[src/rtl/rstmap_pkg.sv]
package rstmap_pkg;
   // map field encodings (bit 1 soft-restart bit, bit 0 bank bit)
   localparam logic [1:0] MAP_BOOT = 2'b00;
   localparam logic [1:0] MAP_USER = 2'b10;

   localparam int MAP_SWR_BIT  = 1;
   localparam int MAP_BANK_BIT = 0;
   localparam int PWR_POF_BIT  = 0;
   localparam int PWR_BOD_BIT  = 1;

   typedef enum logic {
      SEL_MAP = 1'b0,
      SEL_PWR = 1'b1
   } wsel_e;
endpackage

[src/rtl/rstmap_sync.sv]
module rstmap_sync #(
   parameter int STAGES  = 2,
   parameter bit RST_VAL = 1'b0
) (
   input  logic clk,
   input  logic por,
   input  logic d,
   output logic q
);
   if (STAGES < 2) begin : g_bad_stages
      $error("rstmap_sync: STAGES must be at least 2");
   end

   logic [STAGES-1:0] chain_q;

   for (genvar s = 0; s < STAGES; s++) begin : g_stage
      always_ff @(posedge clk) begin
         if (por)
            chain_q[s] <= RST_VAL;
         else if (s == 0)
            chain_q[s] <= d;
         else
            chain_q[s] <= chain_q[(s == 0) ? 0 : s-1];
      end
   end

   assign q = chain_q[STAGES-1];
endmodule

[src/rtl/rstmap_stretch.sv]
module rstmap_stretch #(
   parameter int STRETCH = 16
) (
   input  logic clk,
   input  logic por,
   input  logic hard_req,
   input  logic soft_req,
   output logic core_rst,
   output logic hard_rst
);
   localparam int CNT_W = $clog2(STRETCH + 1);
   localparam int RUN_W = CNT_W + 1;
   localparam logic [CNT_W-1:0] LOAD = CNT_W'(STRETCH);

   if (STRETCH < 2) begin : g_bad_stretch
      $error("rstmap_stretch: STRETCH must be at least 2");
   end

   logic [CNT_W-1:0] cnt_q;
   logic             hard_q;

   always_ff @(posedge clk) begin
      if (por || hard_req) begin
         cnt_q  <= LOAD;
         hard_q <= 1'b1;
      end else if (soft_req) begin
         cnt_q  <= LOAD;
      end else if (cnt_q != '0) begin
         cnt_q <= cnt_q - CNT_W'(1);
         if (cnt_q == CNT_W'(1))
            hard_q <= 1'b0;
      end
   end

   assign core_rst = (cnt_q != '0);
   assign hard_rst = hard_q;

   // length of the current high run of core_rst, saturating
   logic [RUN_W-1:0] run_q;
   always_ff @(posedge clk) begin
      if (por)
         run_q <= '0;
      else if (!core_rst)
         run_q <= '0;
      else if (run_q != '1)
         run_q <= run_q + RUN_W'(1);
   end

   a_r9_min_stretch: assert property (@(posedge clk) disable iff (por)
      $fell(core_rst) |-> run_q >= RUN_W'(STRETCH));

   a_r2_hard_takes_effect: assert property (@(posedge clk) disable iff (por)
      hard_req |=> core_rst && hard_rst);

   a_r4_soft_no_hard: assert property (@(posedge clk) disable iff (por)
      soft_req && !hard_req && !hard_rst |=> core_rst && !hard_rst);
endmodule

[src/rtl/rstmap_regs.sv]
module rstmap_regs
   import rstmap_pkg::*;
#(
   parameter int DATA_W = 8
) (
   input  logic              clk,
   input  logic              por,
   input  logic              hard_req,
   input  logic              wr_ok,
   input  logic              wr_sel,
   input  logic [DATA_W-1:0] wr_data,
   input  logic              bod_rise,
   input  logic              bod_mode,
   output logic [1:0]        map_q,
   output logic              pof_q,
   output logic              bod_flag_q,
   output logic              sw_fire,
   output logic              pc_reload_q
);
   if (DATA_W < 2) begin : g_bad_width
      $error("rstmap_regs: DATA_W must be at least 2");
   end

   if (DATA_W > 2) begin : g_spare
      logic unused_hi;
      assign unused_hi = ^wr_data[DATA_W-1:2];
   end

   logic map_wr;
   logic pwr_wr;

   assign map_wr  = wr_ok && (wr_sel == SEL_MAP);
   assign pwr_wr  = wr_ok && (wr_sel == SEL_PWR);
   assign sw_fire = map_wr && wr_data[MAP_SWR_BIT] && !map_q[MAP_SWR_BIT] && !hard_req;

   always_ff @(posedge clk) begin
      if (por || hard_req)
         map_q <= MAP_BOOT;
      else if (sw_fire)
         map_q <= MAP_USER;
      else if (map_wr)
         map_q <= {wr_data[MAP_SWR_BIT], wr_data[MAP_BANK_BIT]};
   end

   always_ff @(posedge clk) begin
      if (por)
         pof_q <= 1'b1;
      else if (pwr_wr && wr_data[PWR_POF_BIT])
         pof_q <= 1'b0;
   end

   always_ff @(posedge clk) begin
      if (por)
         bod_flag_q <= 1'b0;
      else if (bod_rise && !bod_mode)
         bod_flag_q <= 1'b1;
      else if (pwr_wr && wr_data[PWR_BOD_BIT])
         bod_flag_q <= 1'b0;
   end

   always_ff @(posedge clk) begin
      if (por)
         pc_reload_q <= 1'b0;
      else
         pc_reload_q <= sw_fire;
   end

   a_r4_soft_sets_user: assert property (@(posedge clk) disable iff (por)
      sw_fire |=> map_q == MAP_USER && pc_reload_q);

   a_r5_no_refire: assert property (@(posedge clk) disable iff (por)
      map_wr && map_q[MAP_SWR_BIT] |=> !pc_reload_q);

   a_r10_hard_wins: assert property (@(posedge clk) disable iff (por)
      hard_req && map_wr |=> map_q == MAP_BOOT && !pc_reload_q);

   a_r6_pof_never_rises: assert property (@(posedge clk) disable iff (por)
      !$rose(pof_q));

   a_r7_flag_sets: assert property (@(posedge clk) disable iff (por)
      bod_rise && !bod_mode |=> bod_flag_q);
endmodule

[src/rtl/rstmap_ctrl.sv]
module rstmap_ctrl
   import rstmap_pkg::*;
#(
   parameter int SYNC_STAGES = 2,
   parameter int STRETCH_CYC = 16,
   parameter int DATA_W      = 8
) (
   input  logic              clk,
   input  logic              por_i,
   input  logic              rst_pin_i,
   input  logic              bod_low_i,
   input  logic              bod_rst_mode_i,
   input  logic              wr_en_i,
   input  logic              wr_sel_i,
   input  logic [DATA_W-1:0] wr_data_i,
   output logic              core_rst_o,
   output logic              hard_rst_o,
   output logic              pc_reload_o,
   output logic [1:0]        map_o,
   output logic              boot_blk_o,
   output logic              pof_o,
   output logic              bod_irq_o
);
   logic pin_s;
   logic bod_s;
   logic bod_prev_q;
   logic bod_rise;
   logic hard_req;
   logic soft_req;
   logic wr_ok;

   rstmap_sync #(.STAGES(SYNC_STAGES), .RST_VAL(1'b0)) u_pin_sync (
      .clk (clk),
      .por (por_i),
      .d   (rst_pin_i),
      .q   (pin_s)
   );

   rstmap_sync #(.STAGES(SYNC_STAGES), .RST_VAL(1'b0)) u_bod_sync (
      .clk (clk),
      .por (por_i),
      .d   (bod_low_i),
      .q   (bod_s)
   );

   always_ff @(posedge clk) begin
      if (por_i)
         bod_prev_q <= 1'b0;
      else
         bod_prev_q <= bod_s;
   end

   assign bod_rise = bod_s && !bod_prev_q;
   assign hard_req = pin_s || (bod_s && bod_rst_mode_i);
   assign wr_ok    = wr_en_i && !core_rst_o;

   rstmap_stretch #(.STRETCH(STRETCH_CYC)) u_stretch (
      .clk      (clk),
      .por      (por_i),
      .hard_req (hard_req),
      .soft_req (soft_req),
      .core_rst (core_rst_o),
      .hard_rst (hard_rst_o)
   );

   rstmap_regs #(.DATA_W(DATA_W)) u_regs (
      .clk         (clk),
      .por         (por_i),
      .hard_req    (hard_req),
      .wr_ok       (wr_ok),
      .wr_sel      (wr_sel_i),
      .wr_data     (wr_data_i),
      .bod_rise    (bod_rise),
      .bod_mode    (bod_rst_mode_i),
      .map_q       (map_o),
      .pof_q       (pof_o),
      .bod_flag_q  (bod_irq_o),
      .sw_fire     (soft_req),
      .pc_reload_q (pc_reload_o)
   );

   assign boot_blk_o = (map_o == MAP_BOOT);

   a_r11_writes_blocked: assert property (@(posedge clk) disable iff (por_i)
      wr_en_i && core_rst_o && !hard_req |=> $stable(map_o) && !pc_reload_o);

   a_r8_bod_resets: assert property (@(posedge clk) disable iff (por_i)
      bod_s && bod_rst_mode_i |=> hard_rst_o && map_o == MAP_BOOT);

   a_r8_no_flag_in_reset_mode: assert property (@(posedge clk) disable iff (por_i)
      bod_rst_mode_i && !bod_irq_o |=> !bod_irq_o);
endmodule

[config.mk]
export PLATFORM = sky130hd
export DESIGN_NAME = rstmap_ctrl
export DESIGN_NICKNAME = d
export VERILOG_FILES = /design/src/rtl/rstmap_pkg.sv /design/src/rtl/rstmap_sync.sv /design/src/rtl/rstmap_stretch.sv /design/src/rtl/rstmap_regs.sv /design/src/rtl/rstmap_ctrl.sv
export SDC_FILE = /design/constraint.sdc
export NUM_CORES = 1
export LEC_CHECK = 0
export BUFFER_PORTS_ARGS = -buffer_cell sky130_fd_sc_hd__buf_2
export CORE_MARGIN = 2
export CORE_UTILIZATION = 47
export CTS_CLUSTER_SIZE = 40
export DETAILED_ROUTE_END_ITERATION = 8
export PLACE_DENSITY_LB_ADDON = 0.05
export SKIP_CTS_REPAIR_TIMING = 1
export SLEW_MARGIN = 20
export SYNTH_ARGS = -nofsm -noshare
export SYNTH_HDL_FRONTEND = slang
export SYNTH_SLANG_ARGS = --single-unit
export TNS_END_PERCENT = 30
[constraint.sdc]
create_clock -name clk -period 1.92 [get_ports clk]
set_clock_uncertainty 0.15 [all_clocks]
set_input_delay 0.288 -clock clk [delete_from_list [all_inputs] [get_ports clk]]
set_output_delay 0.288 -clock clk [all_outputs]
set_load 0.05 [all_outputs]
**Yosys cells after proc, flatten, opt, wreduce, memory -nomap -nowiden**

Cells that the tools add are included.

- Add/sub/neg operators: 1
- Equal/unequal tests: 1
- Muxes and demuxes: 4
- Bitwise operators: 2
- Reductions and logical operators: 24

Operators by type and width:

| kind | count |
|---|---|
| logical AND 1 bit | 11 |
| == test 5 x 1 -> 1 bit (second input constant) | 1 |
| logical NOT 1 bit | 5 |
| nonzero test 5 bit | 1 |
| subtractor 5 x 1 -> 5 bit (second input constant) | 1 |
| 2-to-1 mux 2 bit | 2 |
| nonzero test 2 bit | 2 |
| AND reduction 3 bit | 1 |
| logical NOT 2 bit | 1 |
| logical OR 1 bit | 2 |
| 2-to-1 mux 1 bit | 2 |
| inverter 1 bit | 2 |
| OR reduction 2 bit | 1 |

- Register bits: 16
- Bits of input ports: 15
- Word-level logic and storage cells: 44

**Logic depth before layout (Yosys ltp)**

Gate-level depths: netlist (run 1).

- Depth after elaboration: 9
- Mapped depth: 6

**Modules after synthesis**

A second synthesis (run 1) with hierarchy kept.

- Cells, all modules: 62
- Area, all modules: 643.1 µm²

Modules (own cells, without submodules):

| module | instances | cells an instance | area an instance (µm²) | sequential area each (µm²) |
|---|---|---|---|---|
| rstmap_stretch | 1 | 29 | 275.3 | 120.1 |
| rstmap_regs | 1 | 19 | 210.2 | 100.1 |
| rstmap_sync | 2 | 4 | 52.6 | 40.0 |
| rstmap_ctrl | 1 | 6 | 52.6 | 20.0 |

**Least setup slack after synthesis (run 1)**

No wires, ideal clock.

- Kind: register -> register
- From: register u_stretch.cnt_q[0]
- To: register u_stretch.cnt_q[1]
- Data arrival time: 1625 ps
- Path slack: 3 ps
- Stages on the path, launching flop included: 7
- Buffers on the path: 0
- Period minus slack after synthesis: 1917 ps
- Path through: dfxtp_1 -> inv_1 -> ha_1 -> nor4b_4 -> inv_2 -> nor4_4 -> a2111oi_0

- Word-level cells in the longest chain between the ends: 8

Ends and longest elaborated chain:

| element | RTL line | RTL |
|---|---|---|
| start, declared | rstmap_stretch.sv:19 | `logic [CNT_W-1:0] cnt_q;` |
| start signal, assigned | rstmap_stretch.sv:29 | `cnt_q <= cnt_q - CNT_W'(1);` |
| nonzero test 5 bit (*) | rstmap_stretch.sv:35 | `assign core_rst = (cnt_q != '0);` |
| net core_rst_o | rstmap_ctrl.sv:16 | `output logic core_rst_o,` |
| logical NOT 1 bit | - |  |
| logical AND 1 bit | rstmap_ctrl.sv:55 | `assign wr_ok = wr_en_i && !core_rst_o;` |
| logical AND 1 bit | rstmap_regs.sv:32 | `assign map_wr = wr_ok && (wr_sel == SEL_MAP);` |
| logical AND 1 bit (3 in series) | rstmap_regs.sv:34 | `assign sw_fire = map_wr && wr_data[MAP_SWR_BIT] && !map_q[MAP_SWR_BIT] && !hard_req;` |
| OR reduction 2 bit (no source line) | - |  |

Mark *: on every way through the listed nets, which the timed path passes. The rest lies on a longest branch.
A chain may end at the register's enable or synchronous reset.

**Final worst setup path (run 1)**

- From: register u_stretch.cnt_q[0]
- To: output port core_rst_o

- Word-level cells in the longest chain between the ends: 1

Ends and longest elaborated chain:

| element | RTL line |
|---|---|
| nonzero test 5 bit | rstmap_stretch.sv:35 |
| end, declared | rstmap_ctrl.sv:16 |

Every way passes these cells.

==> results of run 1 <==
[path summary, 6_finish.rpt]
check                        startpoint               endpoint  slack, ns  depth (start not counted)
setup / recovery     u_stretch.cnt_q[0]             core_rst_o       0.08                          5
hold / removal                rst_pin_i  u_pin_sync.chain_q[0]       0.06                          2
setup reg to reg     u_stretch.cnt_q[0]     u_stretch.cnt_q[1]       0.15                          6
hold reg to reg   u_pin_sync.chain_q[0]           u_pin_sync.q       0.30                          1
[report_power, final]
part | internal, mW | total, mW | switching [mW]
clock | 0.115 | 0.220 | 0.104
sequential | 0.384 | 0.445 | 0.0610
combinational | 0.157 | 0.342 | 0.185
[synth_stat cells]
| cell type | instances | area, um^2 |
|---|---|---|
| a2111o_1 | 1 | 11.3 |
| a2111oi_0 | 1 | 8.76 |
| a211oi_1 | 2 | 15.0 |
| a21o_1 | 3 | 22.5 |
| a21oi_1 | 2 | 10.0 |
| and2b_2 | 1 | 8.76 |
| and3_1 | 1 | 6.26 |
| clkbuf_1 | 2 | 7.51 |
| dfxtp_1 | 16 | 320 |
| ha_1 | 3 | 37.5 |
| inv_1 | 2 | 7.51 |
| inv_2 | 1 | 3.75 |
| nand2_1 | 3 | 11.3 |
| nand2b_1 | 4 | 25.0 |
| nand3_1 | 3 | 15.0 |
| nand3b_1 | 1 | 7.51 |
| nand4_1 | 1 | 6.26 |
| nor2_1 | 5 | 18.8 |
| nor2b_1 | 6 | 37.5 |
| nor3_1 | 3 | 15.0 |
| nor4_4 | 1 | 21.3 |
| nor4b_4 | 1 | 23.8 |
| o211ai_1 | 2 | 15.0 |
| o21ai_0 | 3 | 15.0 |
| or2_2 | 1 | 6.26 |
| xnor2_1 | 2 | 17.5 |
[cell type report]
class	count	share of cell area (%)
well taps	15	2.22
flip-flops and latches	16	37.9
multi-input cells	50	42.3
clock buffers	4	4.29
repair buffers	18	12.0
inverters	3	1.33
[routing by layer]
metal | track usage [%] | up-vias
met5 | 0 | -
li1 | - | 289
met3 | 3.45 | 4
met1 | 20.2 | 246
met2 | 23.4 | 17
met4 | 9.38 | 0
[worst max-delay path, stage by stage (launching register included)]
cell	delay, ns
dfxtp_1	0.34
inv_2	0.08
ha_2	0.20
nor4b_4	0.23
inv_2	0.10
buf_6	0.16
[cell families after synthesis]
family / Yosys count
XOR/XNOR: 2
AND/OR/NAND/NOR: 31
buffers and inverters: 5
flip-flops: 16
adder cells (fa/ha/maj): 3
AO/OA/AOI/OAI: 14
[state kept, by name, summed over array words and instances, names as in the netlist]
register,count
u_pin_sync.q,1
u_pin_sync.chain_q,1
u_stretch.cnt_q,5
u_stretch.hard_rst,1
u_bod_sync.chain_q,1
bod_prev_q,1
u_regs.map_q,2
u_regs.pof_q,1
u_regs.pc_reload_q,1
u_regs.bod_flag_q,1
u_bod_sync.q,1
[through the flow]
step                util [%]  TNS (ns)  hold slack [ns]  setup slack [ns]
CTS                     62.8   -0.0285           0.0556           -0.0285
global placement        60.0         0            0.266             0.144
floorplan                  -         0            0.264           0.00257
detailed placement      60.0         0            0.278             0.116
global route            63.4         0           0.0803            0.0155
finish                  63.4         0           0.0572            0.0846
==> impl_metrics.env, run 1 <==
export IMPL_outcome="finished, final reports clean"
export IMPL_die_h_um=42.4
export IMPL_worstPathArrival_ns=1.40
export IMPL_drv_slew=0
export IMPL_cts_buffers_inserted=3
export IMPL_htree_levels=1
export IMPL_wl_met3_um=70
export IMPL_synthCells=71
export IMPL_startpoint_type="flip-flop"
export IMPL_grt_remaining_overflow=0
export IMPL_first_global_vias=479
export IMPL_fp_dieW_um=42.4
export IMPL_synthMuxAreaShare_pct=0
export IMPL_topRoutingLayerUsed="met4"
export IMPL_ios=23
export IMPL_finalPower_mw=1.01
export IMPL_critical_path_class="flip-flop to output port"
export IMPL_max_freq_mhz=545
export IMPL_rsz0062_at_grt="no"
export IMPL_wire_per_inst_um=11.8
export IMPL_dr_pass1_iters=3
export IMPL_drive_gt1_share_pct=33.0
export IMPL_ys_ff_latch=16
export IMPL_synthAdderAreaFrac_pct=5.41
export IMPL_fillers=123
export IMPL_place_hpwl_um=985
export IMPL_nets=110
export IMPL_dr_total_vias=556
export IMPL_grt_max_degree=11
export IMPL_cts_tree="built"
export IMPL_powerDensity_nw_per_um2=1190
export IMPL_grt_pass1_wl_um=2100
export IMPL_wl_met2_um=552
export IMPL_avgViaCountPerCell=5.25
export IMPL_synth_avg_cell_area_um2=9.78
export IMPL_hold_class="input port to flip-flop"
export IMPL_place_inst=102
export IMPL_rows=13
export IMPL_post_route_min_period_ns=1.84
export IMPL_core_area_um2=1330
export IMPL_synth_compound_area_share_pct=14.1
export IMPL_multi_input_area_um2=358
export IMPL_drt_iter0_drc=5
export IMPL_grt_antenna_before_repair=0
export IMPL_final_cell_mix="dfxtp_1 (16), buf_2 (15), nor2b_1 (6), nor2_1 (5), nand2b_1 (4)"
export IMPL_drc=0
export IMPL_path_max_fanout=3
export IMPL_worstPathRequired_ns=1.48
export IMPL_power_leakage_nw=0.352
export IMPL_gp_congestion=0.815
export IMPL_endpoint_kind="output port"
export IMPL_port_buffer_count=16
export IMPL_finalCritPeriodShare_pct=95.6
export IMPL_n_antenna_cell=0
export IMPL_clk_pin_slew_ns=0.09
export IMPL_layout_cells_non_filler=106
export IMPL_mostFrequentLayoutCell="dfxtp_1"
export IMPL_synthSimpleGateAreaFrac_pct=29.2
export IMPL_routed_wl_um=1260
export IMPL_final_hold_violation_count=0
export IMPL_synth_xor_area_share_pct=2.52
export IMPL_relSlewSlack_pct=76.8
export IMPL_ys_seq_area_share_pct=46.1
export IMPL_ys_types=26
export IMPL_synth_top_family_by_area="simple AND/OR/NAND/NOR gates"
export IMPL_drv_cap=0
export IMPL_seqCellArea_um2=320
export IMPL_syn_cell_area_um2=694
export IMPL_dieArea_um2=1800
export IMPL_clock_sinks=16
export IMPL_root_buffer="clkbuf_4"
export IMPL_worst_pin_slew_ns=0.339
export IMPL_met1Wirelength_um=615
export IMPL_syn_nets=89
export IMPL_vdd_drop_max_uv=667
export IMPL_ys_warnings_count=0
export IMPL_clk_latency_ns=0.28
export IMPL_cts_max_path_buffers=2
export IMPL_grt_usage_pct=15.6
export IMPL_area_delta_synth_final_pct=21.8
export IMPL_setup_viol=0
export IMPL_ant_nets=0
export IMPL_start_util_pct=52.1
export IMPL_final_area_um2=846
export IMPL_dpl_instance_area_um2=801
(Power assumes the default switching activity.)
==> run 2, diff against run 1 <==
--- a/config.mk
+++ b/config.mk
@@ -5,6 +5,7 @@
 export SDC_FILE = /design/constraint.sdc
 export NUM_CORES = 1
 export LEC_CHECK = 0
+export ABC_AREA = 1
 export BUFFER_PORTS_ARGS = -buffer_cell sky130_fd_sc_hd__buf_2
 export CORE_MARGIN = 2
 export CORE_UTILIZATION = 47
==> impl_metrics.env, run 2 <==
export IMPL_cp_cell_sequence="inv_1 > ha_1 > nand2_2 > nor2_4 > inv_1 > clkbuf_4"
export IMPL_p_sw_share_pct=38.3
export IMPL_combPwrFrac_pct=38.6
export IMPL_post_route_min_period_ns=1.80
export IMPL_powerDensity_nw_per_um2=1150
export IMPL_r2r_start="u_stretch.cnt_q[1]"
export IMPL_hold_class="input port to flip-flop"
export IMPL_drive_gt1_share_pct=30.6
export IMPL_slowest_stage="dfxtp_2"
export IMPL_n_antenna_cell=0
export IMPL_ant_nets=0
export IMPL_clock_sinks=16
export IMPL_ys_ff_latch=16
export IMPL_synth_area_leaders="dfxtp_1 (45%), nor2_1 (8.5%), inv_1 (7.4%)"
export IMPL_mostFrequentLayoutCell="nor2_1"
export IMPL_r2r_end="u_stretch.cnt_q[2]"
export IMPL_regMostFlops="u_stretch.cnt_q"
export IMPL_die_h_um=42.9
export IMPL_synth_edff_count=0
export IMPL_finalCritPeriodShare_pct=93.7
export IMPL_critical_path_buf_inv_count=3
export IMPL_drv_slew=0
export IMPL_endpoint_kind="output port"
export IMPL_core_area_um2=1450
export IMPL_ys_types=21
export IMPL_largest_reg_flops=5
export IMPL_yosysTopAreaCellShare_pct=45.1
export IMPL_worstPathArrival_ns=1.36
export IMPL_clk_latency_ns=0.28
export IMPL_ys_async_sr_fraction_pct=0
export IMPL_cts_max_path_buffers=2
export IMPL_grt_max_degree=10
export IMPL_drv_cap=0
export IMPL_start_util_pct=48.9
export IMPL_top_regs="u_stretch.cnt_q: 5 flops, u_regs.map_q: 2 flops"
export IMPL_p_seq_share_pct=43.9
export IMPL_rsz0062_at_grt="no"
export IMPL_grt_pass1_wl_um=2050
export IMPL_nets=131
export IMPL_startpoint_type="flip-flop"
export IMPL_r2r_slack_ns=0.38
export IMPL_relSlewSlack_pct=80.2
export IMPL_yosys_area_top_type="dfxtp_1"
export IMPL_place_hpwl_um=924
export IMPL_rows=14
export IMPL_ios=23
export IMPL_fp_dieW_um=42.9
export IMPL_dr_pass1_iters=4
export IMPL_final_hold_violation_count=0
export IMPL_root_buffer="clkbuf_4"
export IMPL_hold_start="bod_low_i"
export IMPL_worstPathRequired_ns=1.48
export IMPL_synth_main_ff_cell="dfxtp_1"
export IMPL_first_global_vias=532
export IMPL_wire_per_inst_um=9.33
export IMPL_routed_wl_um=1190
export IMPL_vdd_drop_max_uv=758
export IMPL_outcome="finished, final reports clean"
export IMPL_finalPower_mw=0.973
export IMPL_p_int_mw=0.601
export IMPL_pwr_share_clk_pct=17.5
export IMPL_synthCells=91
export IMPL_port_buffer_count=16
export IMPL_dieArea_um2=1840
export IMPL_grt_antenna_before_repair=0
export IMPL_p_sw_mw=0.373
export IMPL_grt_remaining_overflow=0
export IMPL_drc=0
export IMPL_ys_warnings_count=0
export IMPL_htree_levels=1
export IMPL_synth_avg_cell_area_um2=7.81
export IMPL_max_freq_mhz=556
export IMPL_area_delta_synth_final_pct=19.4
export IMPL_setup_tns_ns=0
export IMPL_syn_cell_area_um2=711
export IMPL_holdPathStages=3
export IMPL_syn_nets=109
export IMPL_worst_hold_path_endpoint="u_bod_sync.chain_q[0]"
export IMPL_dr_total_vias=590
export IMPL_path_max_fanout=4
export IMPL_final_cell_mix="nor2_1 (16), dfxtp_1 (15), buf_2 (15), inv_1 (14), nand2_1 (12)"
export IMPL_gp_congestion=0.821
export IMPL_rr_worst_depth=9
export IMPL_critical_path_class="flip-flop to output port"
export IMPL_avgViaCountPerCell=4.65
export IMPL_clk_pin_slew_ns=0.08
export IMPL_max_stage_delay_ns=0.37
export IMPL_path_common_cell="inv_1"
export IMPL_cts_tree="built"
export IMPL_setup_viol=0
export IMPL_worst_pin_slew_ns=0.296
export IMPL_grt_usage_pct=15.2
export IMPL_fillers=149
export IMPL_cts_buffers_inserted=3
export IMPL_power_leakage_nw=0.413
export IMPL_crit_family="flip-flops"
export IMPL_ys_seq_area_share_pct=45.1
export IMPL_drt_iter0_drc=6
export IMPL_synthTopCellsByCount="dfxtp_1 (16), nor2_1 (16), inv_1 (14)"
[run 2: power by group through the flow]
stage / combinational (mW) / clock (mW) / sequential, mW
after global routing: 0.440 / 0.185 / 0.436
final: 0.376 / 0.171 / 0.427
after CTS: 0.358 / 0.177 / 0.427
after detailed placement: 0.356 / 0 / 0.434
after floorplan: 0.283 / 0 / 0.440
after global placement: 0.354 / 0 / 0.433
[run 2: metrics by stage]
stage                     hold slack [ns]  util (%)  worst slack, ns  instances  instance area (um^2)
final                              0.0556      58.3            0.121        127                   848
after detailed placement            0.246      55.5            0.301        122                   807
after floorplan                     0.238         -            0.270         91                   711
after CTS                          0.0493      57.1          -0.0163        125                   830
after global placement              0.239      55.5            0.324        122                   807
after global routing               0.0647      58.3           0.0300        127                   848
[run 2: worst max path at each step]
stage,start,end,cells past startpoint
final,u_stretch.cnt_q[0],core_rst_o,6
after global routing,u_stretch.cnt_q[0],core_rst_o,6
after CTS,u_stretch.cnt_q[0],core_rst_o,6
after detailed placement,u_stretch.cnt_q[0],core_rst_o,6
after global placement,u_stretch.cnt_q[0],core_rst_o,6
after floorplan,u_regs.map_q[1],boot_blk_o,1
[run 2: area by class of cell]
type	instances	area (um^2)	area share, %
Tap cell	16	20.0	2.36
Timing Repair Buffer	18	97.6	11.5
Sequential cell	16	322	37.9
Inverter	17	63.8	7.52
Multi-Input combinational cell	57	323	38.1
Clock buffer	3	22.5	2.65
[run 2: logic make-up (layout without fill, tap and decap cells)]
kind of cell / count (synthesis) / count (layout) / share of synthesized area (%)
AND/OR/NAND/NOR: 45 / 45 / 31.7
buffers and inverters: 18 / 38 / 9.51
flip-flops: 16 / 16 / 45.1
AO/OA/AOI/OAI: 7 / 7 / 5.99
adder cells (fa/ha/maj): 3 / 3 / 5.28
XOR/XNOR: 2 / 2 / 2.47
[run 2: layer usage]
layer / global-route usage, % / part of all wire (%) / vias up
met3: 3.83 / 3.6 / 2
met1: 17.6 / 48 / 256
li1: - / - / 321
met4: 9.38 / 1.6 / 0
met5: 0 / 0 / -
met2: 24.8 / 47 / 11
[run 2: tightest hold or removal path, cell delays in order]
cell and delay [ns]:
buf_2 0.07, inv_1 0.03, nor2_1 0.06
==> run 3, diff against run 2 <==
--- a/config.mk
+++ b/config.mk
@@ -7,8 +7,8 @@
 export LEC_CHECK = 0
 export ABC_AREA = 1
 export BUFFER_PORTS_ARGS = -buffer_cell sky130_fd_sc_hd__buf_2
-export CORE_MARGIN = 2
-export CORE_UTILIZATION = 47
+export CORE_MARGIN = 5
+export CORE_UTILIZATION = 48
 export CTS_CLUSTER_SIZE = 40
 export DETAILED_ROUTE_END_ITERATION = 8
 export PLACE_DENSITY_LB_ADDON = 0.05
@@ -16,5 +16,6 @@
 export SLEW_MARGIN = 20
 export SYNTH_ARGS = -nofsm -noshare
 export SYNTH_HDL_FRONTEND = slang
+export SYNTH_HIERARCHICAL = 1
 export SYNTH_SLANG_ARGS = --single-unit
 export TNS_END_PERCENT = 30
==> impl_metrics.env, run 3 <==
export IMPL_startpoint_type="flip-flop"
export IMPL_synthCells=93
export IMPL_max_freq_mhz=558
export IMPL_final_util_pct=60.7
export IMPL_grt_max_degree=11
export IMPL_post_route_min_period_ns=1.79
export IMPL_grt_remaining_overflow=0
export IMPL_drv_cap=0
export IMPL_powerDensity_nw_per_um2=1010
export IMPL_dr_pass1_iters=3
export IMPL_clk_latency_ns=0.28
export IMPL_drt_iter0_drc=7
export IMPL_r2r_start="u_stretch/cnt_q[0]"
export IMPL_clock_sinks=16
export IMPL_dr_total_vias=589
export IMPL_setup_worst_path_start="u_stretch/cnt_q[0]"
export IMPL_gp_congestion=0.773
export IMPL_synth_edff_count=0
export IMPL_worst_pin_slew_ns=0.251
export IMPL_r2r_slack_ns=0.14
export IMPL_cts_max_path_buffers=2
export IMPL_synth_avg_cell_area_um2=7.90
export IMPL_top_regs="u_stretch/cnt_q: 5 flops, u_regs/map_q: 2 flops"
export IMPL_cts_buffers_inserted=3
export IMPL_final_cell_mix="inv_1 (19), dfxtp_1 (16), nand2_1 (15), buf_2 (15), nor2_1 (14)"
export IMPL_final_hold_violation_count=0
export IMPL_synth_most_common_cell="inv_1"
export IMPL_drive_gt1_share_pct=30.4
export IMPL_power_leakage_nw=0.454
export IMPL_largest_reg_flops=5
export IMPL_root_buffer="clkbuf_4"
export IMPL_synth_area_leaders="dfxtp_1 (44%), inv_1 (9.7%), nand2_1 (7.7%)"
export IMPL_regMostFlops="u_stretch/cnt_q"
export IMPL_die_h_um=49.1
export IMPL_dieArea_um2=2410
export IMPL_core_area_um2=1470
export IMPL_rows=14
export IMPL_cts_tree="built"
export IMPL_hold_class="input port to flip-flop"
export IMPL_drv_slew=0
export IMPL_hold_start="rst_pin_i"
export IMPL_critical_path_class="flip-flop to output port"
export IMPL_routed_wl_um=1210
export IMPL_grt_pass1_wl_um=2010
export IMPL_wire_per_inst_um=9.26
export IMPL_vdd_drop_max_uv=543
export IMPL_yosys_area_top_type="dfxtp_1"
export IMPL_yosysTopAreaCellShare_pct=43.6
export IMPL_drc=0
export IMPL_worstPathRequired_ns=1.48
export IMPL_htree_levels=1
export IMPL_ys_async_sr_fraction_pct=0
export IMPL_finalCritPeriodShare_pct=93.4
export IMPL_path_max_fanout=5
export IMPL_ys_ff_latch=16
export IMPL_synthTopCellsByCount="inv_1 (19), dfxtp_1 (16), nand2_1 (15), nor2_1 (15), nand3_1 (5)"
export IMPL_syn_cell_area_um2=734
export IMPL_whs_ns=0.0546
export IMPL_area_delta_synth_final_pct=21.6
export IMPL_ant_nets=0
export IMPL_start_util_pct=49.9
export IMPL_port_buffer_count=16
export IMPL_fp_dieW_um=49.1
export IMPL_clk_pin_slew_ns=0.09
export IMPL_fillers=145
export IMPL_place_hpwl_um=967
export IMPL_first_global_vias=507
export IMPL_ys_warnings_count=6
export IMPL_syn_nets=110
export IMPL_avgViaCountPerCell=4.50
export IMPL_grt_usage_pct=10.6
export IMPL_setup_viol=0
export IMPL_ys_seq_area_share_pct=43.6
export IMPL_setup_tns_ns=0
export IMPL_n_antenna_cell=0
export IMPL_mostFrequentLayoutCell="inv_1"
export IMPL_endpoint_kind="output port"
export IMPL_worstPathArrival_ns=1.35
export IMPL_ios=23
export IMPL_ys_types=21
export IMPL_nets=133
export IMPL_grt_antenna_before_repair=0
export IMPL_outcome="finished, final reports clean"
export IMPL_rsz0062_at_grt="no"
export IMPL_synth_main_ff_cell="dfxtp_1"
export IMPL_relSlewSlack_pct=83.4
==> run 3: cell count changes after synthesis, sizes merged, moves of 2 or more <==
cell,delta
inv,+3
nand3,+2
nor2,-2
o21ai,-2
or2,+2
xor2,-2
==> run 3: cells by family after synthesis <==
logic type      Yosys count  share of synthesized area, %
simple gates             49                          35.8
compound gates            4                          3.41
flops                    16                          43.6
buf+inv                  21                          12.6
xor+xnor                  1                          1.19
fa+ha+maj                 2                          3.41
==> run 3: worst max-delay path, cell delays in order (launching register included) <==
cell      delay, ns
dfxtp_1        0.33
inv_1          0.13
ha_2           0.27
nand3_4        0.12
clkbuf_4       0.23
==> run 3: routing by layer <==
layer	wire (um)	track usage [%]	part of all wire, %	vias to the layer above
li1	-	-	-	327
met1	566	12.7	47	251
met2	572	15.5	47	9
met3	59	3.06	4.9	2
met4	14	8.07	1.2	0
met5	0	0	0	-
==> run 3: through the flow <==
stage          setup WS [ns]  power, mW  cell area (um^2)  instances
6_report               0.127      0.902               893        131
5_1_grt              0.00783      0.975               893        131
4_1_cts               0.0125      0.911               888        131
3_5_place_dp           0.104      0.696               852        127
3_3_place_gp           0.123      0.690               852        127
2_1_floorplan         0.0427      0.630               737         93
==> run 3: final cells by class <==
type	instances	area (um^2)	area share, %
clock buffer	4	36.3	4.06
inverter	21	92.6	10.4
multi-input combinational	56	327	36.6
sequential	16	320	35.9
tap	16	20.0	2.24
timing repair buffer	18	97.6	10.9
==> run 3: report_power, final <==
part / switching (mW) / leakage [nW] / internal (mW) / total (mW)
clock: 0.0978 / 0.0210 / 0.115 / 0.213
combinational: 0.166 / 0.302 / 0.124 / 0.290
sequential: 0.0297 / 0.131 / 0.369 / 0.399
total: 0.294 / 0.454 / 0.608 / 0.902
==> run 3: path summary, 6_finish.rpt <==
| check | cells past startpoint | end |
|---|---|---|
| min reg2reg | 2 | u_bod_sync/q |
| max reg2reg | 10 | u_stretch/hard_rst |
| min | 3 | u_pin_sync/chain_q[0] |
| max | 4 | core_rst_o |
